**src/rtl/ldst_sx_pkg.sv**
```systemverilog
package ldst_sx_pkg;

  typedef enum logic [1:0] {
    SZ_WORD  = 2'd0,
    SZ_HALF  = 2'd1,
    SZ_BYTE  = 2'd2,
    SZ_DWORD = 2'd3
  } xfer_size_e;

  typedef enum logic [1:0] {
    FLT_NONE    = 2'd0,
    FLT_ILLEGAL = 2'd1,
    FLT_ALIGN   = 2'd2
  } fault_e;

  localparam logic [2:0] MODE_PLAIN = 3'h3;
  localparam logic [2:0] MODE_SEXT  = 3'h4;
  localparam logic [2:0] CLS_LOAD   = 3'h1;
  localparam logic [2:0] CLS_STIMM  = 3'h2;

endpackage

```
**src/rtl/ldst_sx_decode.sv**
```systemverilog
module ldst_sx_decode
  import ldst_sx_pkg::*;
(
  input  logic [7:0]  op,
  output logic        is_load,
  output logic        is_store,
  output logic        sext,
  output xfer_size_e  size,
  output logic        illegal
);

  logic [2:0] mode;
  logic [2:0] cls;

  always_comb begin
    mode     = op[7:5];
    cls      = op[2:0];
    size     = xfer_size_e'(op[4:3]);
    is_load  = 1'b0;
    is_store = 1'b0;
    sext     = 1'b0;
    if (cls == CLS_LOAD && mode == MODE_PLAIN) begin
      is_load = 1'b1;
    end else if (cls == CLS_LOAD && mode == MODE_SEXT && size != SZ_DWORD) begin
      is_load = 1'b1;
      sext    = 1'b1;
    end else if (cls == CLS_STIMM && mode == MODE_PLAIN) begin
      is_store = 1'b1;
    end
    illegal = !(is_load || is_store);
  end

endmodule

```
**src/rtl/ldst_sx_store_pack.sv**
```systemverilog
module ldst_sx_store_pack
  import ldst_sx_pkg::*;
#(
  parameter int DATA_W = 64,
  parameter int IMM_W  = 32,
  localparam int NB     = DATA_W / 8,
  localparam int LANE_W = $clog2(NB)
) (
  input  xfer_size_e          size,
  input  logic [LANE_W-1:0]   lane,
  input  logic [IMM_W-1:0]    imm,
  output logic [NB-1:0]       be,
  output logic [DATA_W-1:0]   wdata
);

  logic [DATA_W-1:0] value;
  logic [NB-1:0]     mask;

  always_comb begin
    case (size)
      SZ_BYTE: begin
        value = DATA_W'(imm[7:0]);
        mask  = NB'(1);
      end
      SZ_HALF: begin
        value = DATA_W'(imm[15:0]);
        mask  = NB'(3);
      end
      SZ_WORD: begin
        value = DATA_W'(imm);
        mask  = NB'(15);
      end
      default: begin
        value = {{(DATA_W-IMM_W){imm[IMM_W-1]}}, imm};
        mask  = {NB{1'b1}};
      end
    endcase
    be    = mask << lane;
    wdata = value << {lane, 3'b000};
  end

endmodule

```
**src/rtl/ldst_sx_load_extract.sv**
```systemverilog
module ldst_sx_load_extract
  import ldst_sx_pkg::*;
#(
  parameter int DATA_W = 64,
  localparam int NB     = DATA_W / 8,
  localparam int LANE_W = $clog2(NB)
) (
  input  logic [DATA_W-1:0] rdata,
  input  logic [LANE_W-1:0] lane,
  input  xfer_size_e        size,
  input  logic              sext,
  output logic [DATA_W-1:0] data
);

  logic [DATA_W-1:0] shifted;

  always_comb begin
    shifted = rdata >> {lane, 3'b000};
    case (size)
      SZ_BYTE:
        data = sext ? {{(DATA_W-8){shifted[7]}}, shifted[7:0]}
                    : DATA_W'(shifted[7:0]);
      SZ_HALF:
        data = sext ? {{(DATA_W-16){shifted[15]}}, shifted[15:0]}
                    : DATA_W'(shifted[15:0]);
      SZ_WORD:
        data = sext ? {{(DATA_W-32){shifted[31]}}, shifted[31:0]}
                    : DATA_W'(shifted[31:0]);
      default:
        data = shifted;
    endcase
  end

endmodule

```
**src/rtl/ldst_sx_unit.sv**
```systemverilog
module ldst_sx_unit
  import ldst_sx_pkg::*;
#(
  parameter int DATA_W = 64,
  parameter int ADDR_W = 32,
  parameter int OFF_W  = 16,
  parameter int IMM_W  = 32,
  parameter int RIDX_W = 4,
  localparam int NB     = DATA_W / 8,
  localparam int LANE_W = $clog2(NB)
) (
  input  logic              clk,
  input  logic              rst,
  input  logic              issue_valid,
  input  logic [7:0]        issue_op,
  input  logic [RIDX_W-1:0] issue_rd,
  input  logic [ADDR_W-1:0] issue_base,
  input  logic [OFF_W-1:0]  issue_off,
  input  logic [IMM_W-1:0]  issue_imm,
  output logic              busy,
  output logic              mem_req_valid,
  output logic              mem_req_we,
  output logic [ADDR_W-1:0] mem_req_addr,
  output logic [NB-1:0]     mem_req_be,
  output logic [DATA_W-1:0] mem_req_wdata,
  input  logic              mem_rsp_valid,
  input  logic [DATA_W-1:0] mem_rsp_rdata,
  output logic              wb_valid,
  output logic [RIDX_W-1:0] wb_rd,
  output logic [DATA_W-1:0] wb_data,
  output logic              fault_valid,
  output logic [1:0]        fault_code
);

  logic       d_load, d_store, d_sext, d_illegal;
  xfer_size_e d_size;

  ldst_sx_decode i_decode (
    .op       (issue_op),
    .is_load  (d_load),
    .is_store (d_store),
    .sext     (d_sext),
    .size     (d_size),
    .illegal  (d_illegal)
  );

  logic [ADDR_W-1:0] eff_addr;
  logic [LANE_W-1:0] align_mask;
  logic              misalign;

  always_comb begin
    eff_addr = issue_base + {{(ADDR_W-OFF_W){issue_off[OFF_W-1]}}, issue_off};
    case (d_size)
      SZ_BYTE: align_mask = LANE_W'(0);
      SZ_HALF: align_mask = LANE_W'(1);
      SZ_WORD: align_mask = LANE_W'(3);
      default: align_mask = {LANE_W{1'b1}};
    endcase
    misalign = |(eff_addr[LANE_W-1:0] & align_mask);
  end

  logic [NB-1:0]     pk_be;
  logic [DATA_W-1:0] pk_wdata;

  ldst_sx_store_pack #(.DATA_W(DATA_W), .IMM_W(IMM_W)) i_pack (
    .size  (d_size),
    .lane  (eff_addr[LANE_W-1:0]),
    .imm   (issue_imm),
    .be    (pk_be),
    .wdata (pk_wdata)
  );

  // Context of the transfer in flight
  logic              h_load;
  logic              h_sext;
  xfer_size_e        h_size;
  logic [LANE_W-1:0] h_lane;
  logic [RIDX_W-1:0] h_rd;
  logic [DATA_W-1:0] ext_data;

  ldst_sx_load_extract #(.DATA_W(DATA_W)) i_extract (
    .rdata (mem_rsp_rdata),
    .lane  (h_lane),
    .size  (h_size),
    .sext  (h_sext),
    .data  (ext_data)
  );

  always_ff @(posedge clk) begin
    if (rst) begin
      busy          <= 1'b0;
      mem_req_valid <= 1'b0;
      mem_req_we    <= 1'b0;
      mem_req_addr  <= '0;
      mem_req_be    <= '0;
      mem_req_wdata <= '0;
      wb_valid      <= 1'b0;
      wb_rd         <= '0;
      wb_data       <= '0;
      fault_valid   <= 1'b0;
      fault_code    <= FLT_NONE;
      h_load        <= 1'b0;
      h_sext        <= 1'b0;
      h_size        <= SZ_WORD;
      h_lane        <= '0;
      h_rd          <= '0;
    end else begin
      mem_req_valid <= 1'b0;
      wb_valid      <= 1'b0;
      fault_valid   <= 1'b0;
      if (!busy) begin
        if (issue_valid) begin
          if (d_illegal) begin
            fault_valid <= 1'b1;
            fault_code  <= FLT_ILLEGAL;
          end else if (misalign) begin
            fault_valid <= 1'b1;
            fault_code  <= FLT_ALIGN;
          end else begin
            busy          <= 1'b1;
            mem_req_valid <= 1'b1;
            mem_req_we    <= d_store;
            mem_req_addr  <= eff_addr;
            mem_req_be    <= pk_be;
            mem_req_wdata <= d_store ? pk_wdata : '0;
            h_load        <= d_load;
            h_sext        <= d_sext;
            h_size        <= d_size;
            h_lane        <= eff_addr[LANE_W-1:0];
            h_rd          <= issue_rd;
          end
        end
      end else if (mem_rsp_valid) begin
        busy <= 1'b0;
        if (h_load) begin
          wb_valid <= 1'b1;
          wb_rd    <= h_rd;
          wb_data  <= ext_data;
        end
      end
    end
  end

  AST_REQ_ONLY_BUSY: assert property (@(posedge clk) disable iff (rst)
    mem_req_valid |-> busy);

  AST_SINGLE_REQ: assert property (@(posedge clk) disable iff (rst)
    mem_req_valid |=> !mem_req_valid);

  AST_BUSY_DROPS: assert property (@(posedge clk) disable iff (rst)
    (busy && mem_rsp_valid) |=> !busy);

  AST_WB_AFTER_RSP: assert property (@(posedge clk) disable iff (rst)
    wb_valid |-> $past(busy && mem_rsp_valid));

  AST_FAULT_NO_REQ: assert property (@(posedge clk) disable iff (rst)
    fault_valid |-> (!mem_req_valid && !busy));

  AST_REQ_ALIGNED: assert property (@(posedge clk) disable iff (rst)
    (mem_req_valid && $countones(mem_req_be) > 1)
      |-> ((mem_req_addr[LANE_W-1:0] & LANE_W'($countones(mem_req_be) - 1)) == '0));

  AST_BE_NONEMPTY: assert property (@(posedge clk) disable iff (rst)
    mem_req_valid |-> (mem_req_be != '0));

endmodule

```
**config.mk**
```make
export PLATFORM = sky130hd
export DESIGN_NAME = ldst_sx_unit
export DESIGN_NICKNAME = d
export VERILOG_FILES = /design/src/rtl/ldst_sx_pkg.sv /design/src/rtl/ldst_sx_decode.sv /design/src/rtl/ldst_sx_store_pack.sv /design/src/rtl/ldst_sx_load_extract.sv /design/src/rtl/ldst_sx_unit.sv
export SDC_FILE = /design/constraint.sdc
export NUM_CORES = 1
export LEC_CHECK = 0
export ABC_AREA = 1
export BUFFER_PORTS_ARGS = -buffer_cell sky130_fd_sc_hd__buf_2
export CAP_MARGIN = 20
export CORE_ASPECT_RATIO = 0.7
export CORE_MARGIN = 1.5
export CORE_UTILIZATION = 40
export CTS_CLUSTER_DIAMETER = 50
export DETAILED_ROUTE_END_ITERATION = 8
export GPL_TIMING_DRIVEN = 0
export PLACE_DENSITY = 0.72
export SYNTH_ARGS = -nofsm -noshare
export SYNTH_HDL_FRONTEND = slang
export SYNTH_SLANG_ARGS = --single-unit
```
**constraint.sdc**
```tcl
create_clock -name clk -period 2.1 [get_ports clk]
set_input_delay 0.21 -clock clk [delete_from_list [all_inputs] [get_ports clk]]
set_output_delay 0.21 -clock clk [all_outputs]
set_load 0.05 [all_outputs]
```
==> out/metrics.yaml, run 1 <==
outcome: "completed"
synth_adder_area_share: 0.0367
final_cell_mix: "nand2_1, buf_2, nor2_1"
htreeDepth: 4
p_seq_frac: 0.392
finalHoldViolCount: 0
finalMaxSlewViolations: 0
path_max_fanout: 9
synth_compound_area_frac: 0.177
worstSetupStartpoint: "h_size[0]"
final_util: 0.516
ir_drop_v: 0.000639
multiInputGateArea_sq_um: 7480
regArea_sq_um: 3740
synth_area_sq_um: 12500
clockPowerShare: 0.352
synthSimpleGateAreaFrac: 0.361
grt_setup_unrepaired: "yes"
syn-instance-count: 2153
p_int_w: 0.00583
synthDistinctLibCells: 39
leakage_nw: 8.31
endpoint_kind: "register"
cts_made_buffers: 17
clock-sinks: 187
placed_area_sq_um: 14700
dpl.hpwl_microns: 46000
first_global_vias: 14200
cap_viol_max_count: 0
worst_pin_slew_ns: 0.830
antenna_found_initial: 0
holdCritPathClass: "primary input to register"
dr.pass1.iters: 6
startpoint_type: "register"
drc: 0
clockRootBuffer: "clkbuf_16"
yosys_register_bits: 187
cts_buffer_depth: 2
vias: 15800
muxShareOfSynthArea: 0.000801
worstReg2RegStart: "h_size[0]"
die_area_sq_um: 32300
fin_skew_ns: 0.0201
io_buffers: 338
fp.coreArea_sq_um: 30400
vias_per_cell: 5.35
synthXorXnorAreaFrac: 0.00981
r2r_end: "wb_data[17]"
wirelength_microns: 57300
p_total_w: 0.00909
ant_nets: 0
clock_latency_ns: 0.47
overflow: 0
cts_tree: "yes"
post_drt_wl_per_cell_microns: 19.4
yosysSeqAreaShare: 0.300
synth_top_family_by_area: "simple AND/OR/NAND/NOR gates"
reg2reg_slack_ns: 0.06
die_h_microns: 151
finalNetCount: 2716
finish.instance_area_sq_um: 15700
p_per_area_nw_per_um2: 581
gp_congestion: 1.03
ios: 339
final_common_cell: "nand2_1"
setup_viol: 0
pwr-share-comb: 0.256
cts.clk_slew.worst_paths_ns: 0.07
relSlewSlack: 0.447
syn_nets: 2349
cp_data_arrival_time_ns: 2.38
max_freq_mhz: 491
die-width_microns: 214
async_flop_share: 0
grt.total_usage: 0.346
period_minus_slack_ns: 2.04
crit_type: "register to register"
postSynthAreaPerCell_sq_um: 5.80
crit_required_ns: 2.45
drive_gt1_frac: 0.197
swShare: 0.359
grt_pass1_wl_microns: 84800
fin_tns_setup_ns: 0
yosys_most_used_dff: "dfxtp_1"
drtIter0Drc: 1958
crit_path_end: "wb_data[17]"
ys_warn_count: 0
area_growth_pct: 25.3
grt_max_degree: 18
initial_core_util: 0.411
hold-path-cell-count: 3
fp-row-count: 53
period_share: 0.970
rr_worst_depth: 8
synth_edf_count: 0
nFillCells: 3358
switching_power_w: 0.00326
-- cell usage after synthesis, drive strengths merged, types with 4 or more instances --
cell type,count,share of area
nand2,771,0.23
xor2,12,0.0084
ha,35,0.035
clkbuf,66,0.020
nand4,4,0.0020
inv,227,0.068
nor3,6,0.0024
dfxtp,187,0.30
buf,56,0.026
or2,5,0.0025
a21oi,131,0.052
nor2,254,0.077
nand3,100,0.041
o21ai,234,0.094
o21bai,8,0.0048
o21a,7,0.0042
a211oi,10,0.0064
o211ai,18,0.011
and2,4,0.0020
-- area by class of cell --
class,instances,area share
Multi-Input combinational cell,1615,0.478
Timing Repair Buffer,348,0.114
Inverter,229,0.0551
Buffer,122,0.0456
Antenna cell,2,0.000320
Clock inverter,14,0.00727
Clock buffer,18,0.0280
Sequential cell,187,0.239
Tap cell,412,0.0329
-- worst min-delay path by stage --
stage | to | startpoint
final | h_rd[1] | issue_rd[1]
after global placement | fault_code[0] | fault_code[0]
after global routing | h_rd[1] | issue_rd[1]
after floorplan | h_rd[0] | issue_rd[0]
after detailed placement | mem_req_we | mem_req_we
after CTS | h_rd[1] | issue_rd[1]
-- through the flow --
stage / cells / setup slack [ns] / hold slack, ns
6_report: 2947 / 0.0635 / 0.0181
5_1_grt: 2945 / -0.00611 / 0.0163
2_1_floorplan: 2153 / -0.00997 / 0.353
3_3_place_gp: 2903 / -0.786 / 0.449
4_1_cts: 2940 / 0.00777 / 0.00110
3_5_place_dp: 2903 / -0.788 / 0.451
-- state kept, by name, summed over array words and instances (netlist names), 2 cells and up --
signal	cells
wb_rd	4
wb_data	64
h_rd	4
fault_code	2
mem_req_addr	32
h_size	2
mem_req_be	8
mem_req_wdata	64
-- logic make-up (layout without fill, tap and decap cells) --
family / after synthesis / in the layout
AND/OR/NAND/NOR: 1148 / 1148
adder cells (fa/ha/maj): 36 / 36
AO/OA/AOI/OAI: 416 / 416
XOR/XNOR: 14 / 14
other: 0 / 2
flip-flops: 187 / 187
buffers and inverters: 351 / 731
multiplexers: 1 / 1
-- routing by layer --
layer | wire [microns] | up-vias | track usage
li1 | - | 7537 | -
met1 | 26100 | 7227 | 0.495
met2 | 23300 | 879 | 0.512
met3 | 6130 | 111 | 0.0755
met4 | 1790 | 0 | 0.113
met5 | 0 | - | 0
-- repair_timing --
action,4_1_cts,5_1_grt
pin swaps,1,7
resized for setup,54,89
hold buffers,2,0
cloned,1,0
endpoints found under the hold margin,2,0
setup endpoints to repair,155,169
setup buffers,2,5
-- power groups by stage --
| stage | Clock [W] | Sequential [W] | Combinational (W) |
|---|---|---|---|
| 3_5_place_dp | 0 | 0.00365 | 0.00215 |
| 2_1_floorplan | 0 | 0.00368 | 0.00132 |
| 5_1_grt | 0.00337 | 0.00356 | 0.00253 |
| 3_3_place_gp | 0 | 0.00365 | 0.00216 |
| 4_1_cts | 0.00324 | 0.00356 | 0.00219 |
| 6_report | 0.00320 | 0.00356 | 0.00232 |
-- worst max-delay path, stage by stage, from the launching register on --
cell      delay, ns
dfxtp_1        0.34
nand2_1        0.11
inv_1          0.05
nor2_2         0.44
clkinv_1       0.47
nand2_1        0.17
a21oi_1        0.06
nor2_1         0.23
nor2_1         0.07
Power figures use the tool's default switching activity.
==> run 2, diff against run 1 <==
--- a/config.mk
+++ b/config.mk
@@ -8,7 +8,6 @@
 export ABC_AREA = 1
 export BUFFER_PORTS_ARGS = -buffer_cell sky130_fd_sc_hd__buf_2
 export CAP_MARGIN = 20
-export CORE_ASPECT_RATIO = 0.7
 export CORE_MARGIN = 1.5
 export CORE_UTILIZATION = 40
 export CTS_CLUSTER_DIAMETER = 50
==> out/metrics.yaml, run 2 (synthesized netlist as in run 1, its figures left out) <==
pwr-share-comb: 0.249  # -0.007
gp_congestion: 1.02  # -1.1%
htreeDepth: 4  # unchanged
rr_worst_depth: 10  # +2
worstReg2RegStart: "mem_req_addr[0]"
period_minus_slack_ns: 2.07  # +0.0352 ns
outcome: "completed"
reg2reg_slack_ns: 0.03  # -0.04 ns
clock-sinks: 187  # unchanged
die_area_sq_um: 32300  # about the same
antenna_found_initial: 0  # unchanged
holdCritPathClass: "primary input to register"
relSlewSlack: 0.471  # +0.0238
p_int_w: 0.00582  # -0.11%
finalNetCount: 2711  # -0.18%
cap_viol_max_count: 0  # unchanged
p_seq_frac: 0.392  # about the same
ant_nets: 0  # unchanged
drc: 0  # unchanged
placed_cells: 2887  # -0.55%
startpoint_type: "register"
fin_skew_ns: 0.00930  # -0.0108 ns
first_global_vias: 14600  # +2.6%
cts_made_buffers: 17  # unchanged
grt_max_degree: 20  # +2
grt.total_usage: 0.331  # -0.0148
cts.clk_slew.worst_paths_ns: 0.07  # about the same
p_per_area_nw_per_um2: 586  # +0.93%
regArea_sq_um: 3750  # about the same
diodes: 0  # -2
worst_pin_slew_ns: 0.794  # -0.0358 ns
path_max_fanout: 10  # +1
hold-path-cell-count: 3  # unchanged
dpl.hpwl_microns: 44400  # -3.7%
drtIter0Drc: 1490  # -24%
crit_type: "register to register"
reg_top3: "mem_req_wdata (64), wb_data (64), mem_req_addr (32)"
placed_area_sq_um: 14700  # -0.14%
drive_gt1_frac: 0.191  # -0.00594
max_freq_mhz: 483  # -1.7%
period_share: 0.987  # +0.0168
hold_end: "h_rd[1]"
finalMaxSlewViolations: 0  # unchanged
die_h_microns: 180  # +19%
wirelength_microns: 54700  # -4.6%
cts_buffer_depth: 2  # unchanged
vias_per_cell: 5.27  # -1.4%
setup_viol: 0  # unchanged
fp.coreArea_sq_um: 30700  # +0.98%
final_common_cell: "nand2_1"
fin_cells: 2924  # -0.78%
grt_setup_unrepaired: "yes"
clockPowerShare: 0.359  # +0.007
switching_power_w: 0.00325  # -0.26%
cts_tree: "yes"
endpoint_kind: "register"
vias: 15400  # -2.1%
setup_ws_ns: 0.0283  # -0.0352 ns
leakage_nw: 8.26  # -0.55%
cts_hold_buffers: 0  # -2
fp-row-count: 64  # +21%
nFillCells: 3316  # -1.3%
min_from: "issue_rd[1]"
finalHoldViolCount: 0  # unchanged
r2r_end: "wb_data[12]"
finish.instance_area_sq_um: 15500  # -1.1%
crit_required_ns: 2.44  # about the same
ir_drop_v: 0.000564  # -12%
multiInputGateArea_sq_um: 7390  # -1.2%
dr.pass1.iters: 6  # unchanged
area_growth_pct: 24.0
die-width_microns: 180  # -16%
clockRootBuffer: "clkbuf_16"
clock_latency_ns: 0.45  # -0.02 ns
post-place-ws_ns: -0.766  # +0.0225 ns
grt_pass1_wl_microns: 83500  # -1.6%
cp_data_arrival_time_ns: 2.41  # +0.03 ns
ios: 339  # unchanged
swShare: 0.358  # -0.000365
overflow: 0  # unchanged
io_buffers: 338  # unchanged
post_drt_wl_per_cell_microns: 18.7  # -3.9%
initial_core_util: 0.407  # -0.00399
final_cell_mix: "nand2_1, buf_2, nor2_1"
## run 2: cell count changes in the layout (fill, tap and decap cells not counted), moves of 3 or more
cell,previous run,this run
o21ai_1,25,34
o21ai_0,199,195
clkbuf_4,12,9
a211oi_2,4,1
clkinv_2,3,0
a211oi_1,6,9
buf_8,4,1
nand3_4,4,1
o21ai_2,9,5
buf_2,357,360
## run 2: critical path, cell delays in order, from the launching register on
cell     delay, ns
dfxtp_4       0.40
buf_4         0.18
buf_4         0.20
buf_4         0.18
nand2_1       0.06
o21ai_0       0.21
nor2_1        0.10
a31oi_2       0.31
a21oi_1       0.12
o21ai_0       0.16
inv_1         0.05
## run 2: how the worst max path moves through the flow
| stage | startpoint | to | slack [ns] | depth (start not counted) |
|---|---|---|---|---|
| floorplan | issue_base[0] | mem_req_wdata[54] | -0.01 | 12 |
| global placement | issue_base[0] | mem_req_wdata[47] | -0.78 | 10 |
| detailed placement | issue_base[0] | mem_req_wdata[47] | -0.77 | 10 |
| CTS | mem_req_addr[0] | wb_data[20] | 0.01 | 10 |
| global route | mem_req_addr[0] | wb_data[10] | -0.005 | 9 |
| finish | mem_req_addr[0] | wb_data[12] | 0.03 | 10 |
## run 2: repair_timing
item,4_1_cts,5_1_grt
resized for setup,50,63
setup endpoints to repair,155,153
pin swaps,1,3
setup buffers,5,1
## run 2: per-layer routing
layer  global-route usage  part of all wire  vias up
met3               0.0519             0.073      114
met2                0.544              0.45      731
li1                     -                 -     7529
met1                0.437              0.44     7044
met4                0.123             0.037        0
met5                    0                 0        -
## run 2: power by group through the flow
stage               combinational (W)  clock [W]  sequential (W)
global placement              0.00215          0         0.00365
CTS                           0.00217    0.00329         0.00356
finish                        0.00226    0.00326         0.00356
detailed placement            0.00214          0         0.00365
global route                  0.00247    0.00345         0.00356
floorplan                     0.00132          0         0.00368
## run 2: cell type report
cell class,count,share of cell area
multi-input cells,1615,0.477
flip-flops and latches,187,0.242
repair buffers,344,0.113
inverters,229,0.0557
plain buffers,121,0.0431
well taps,396,0.0320
clock buffers,18,0.0277
clock inverters,14,0.00945
## run 2: through the flow
| stage | hold WS (ns) | utilization | total power, W | TNS [ns] |
|---|---|---|---|---|
| 2_1_floorplan | 0.353 | - | 0.00500 | -0.281 |
| 3_3_place_gp | 0.450 | 0.479 | 0.00580 | -82.06 |
| 3_5_place_dp | 0.454 | 0.479 | 0.00578 | -84.91 |
| 4_1_cts | 0.0228 | 0.502 | 0.00903 | 0 |
| 5_1_grt | 0.0182 | 0.505 | 0.00948 | -0.00528 |
| 6_report | 0.0316 | 0.505 | 0.00908 | 0 |
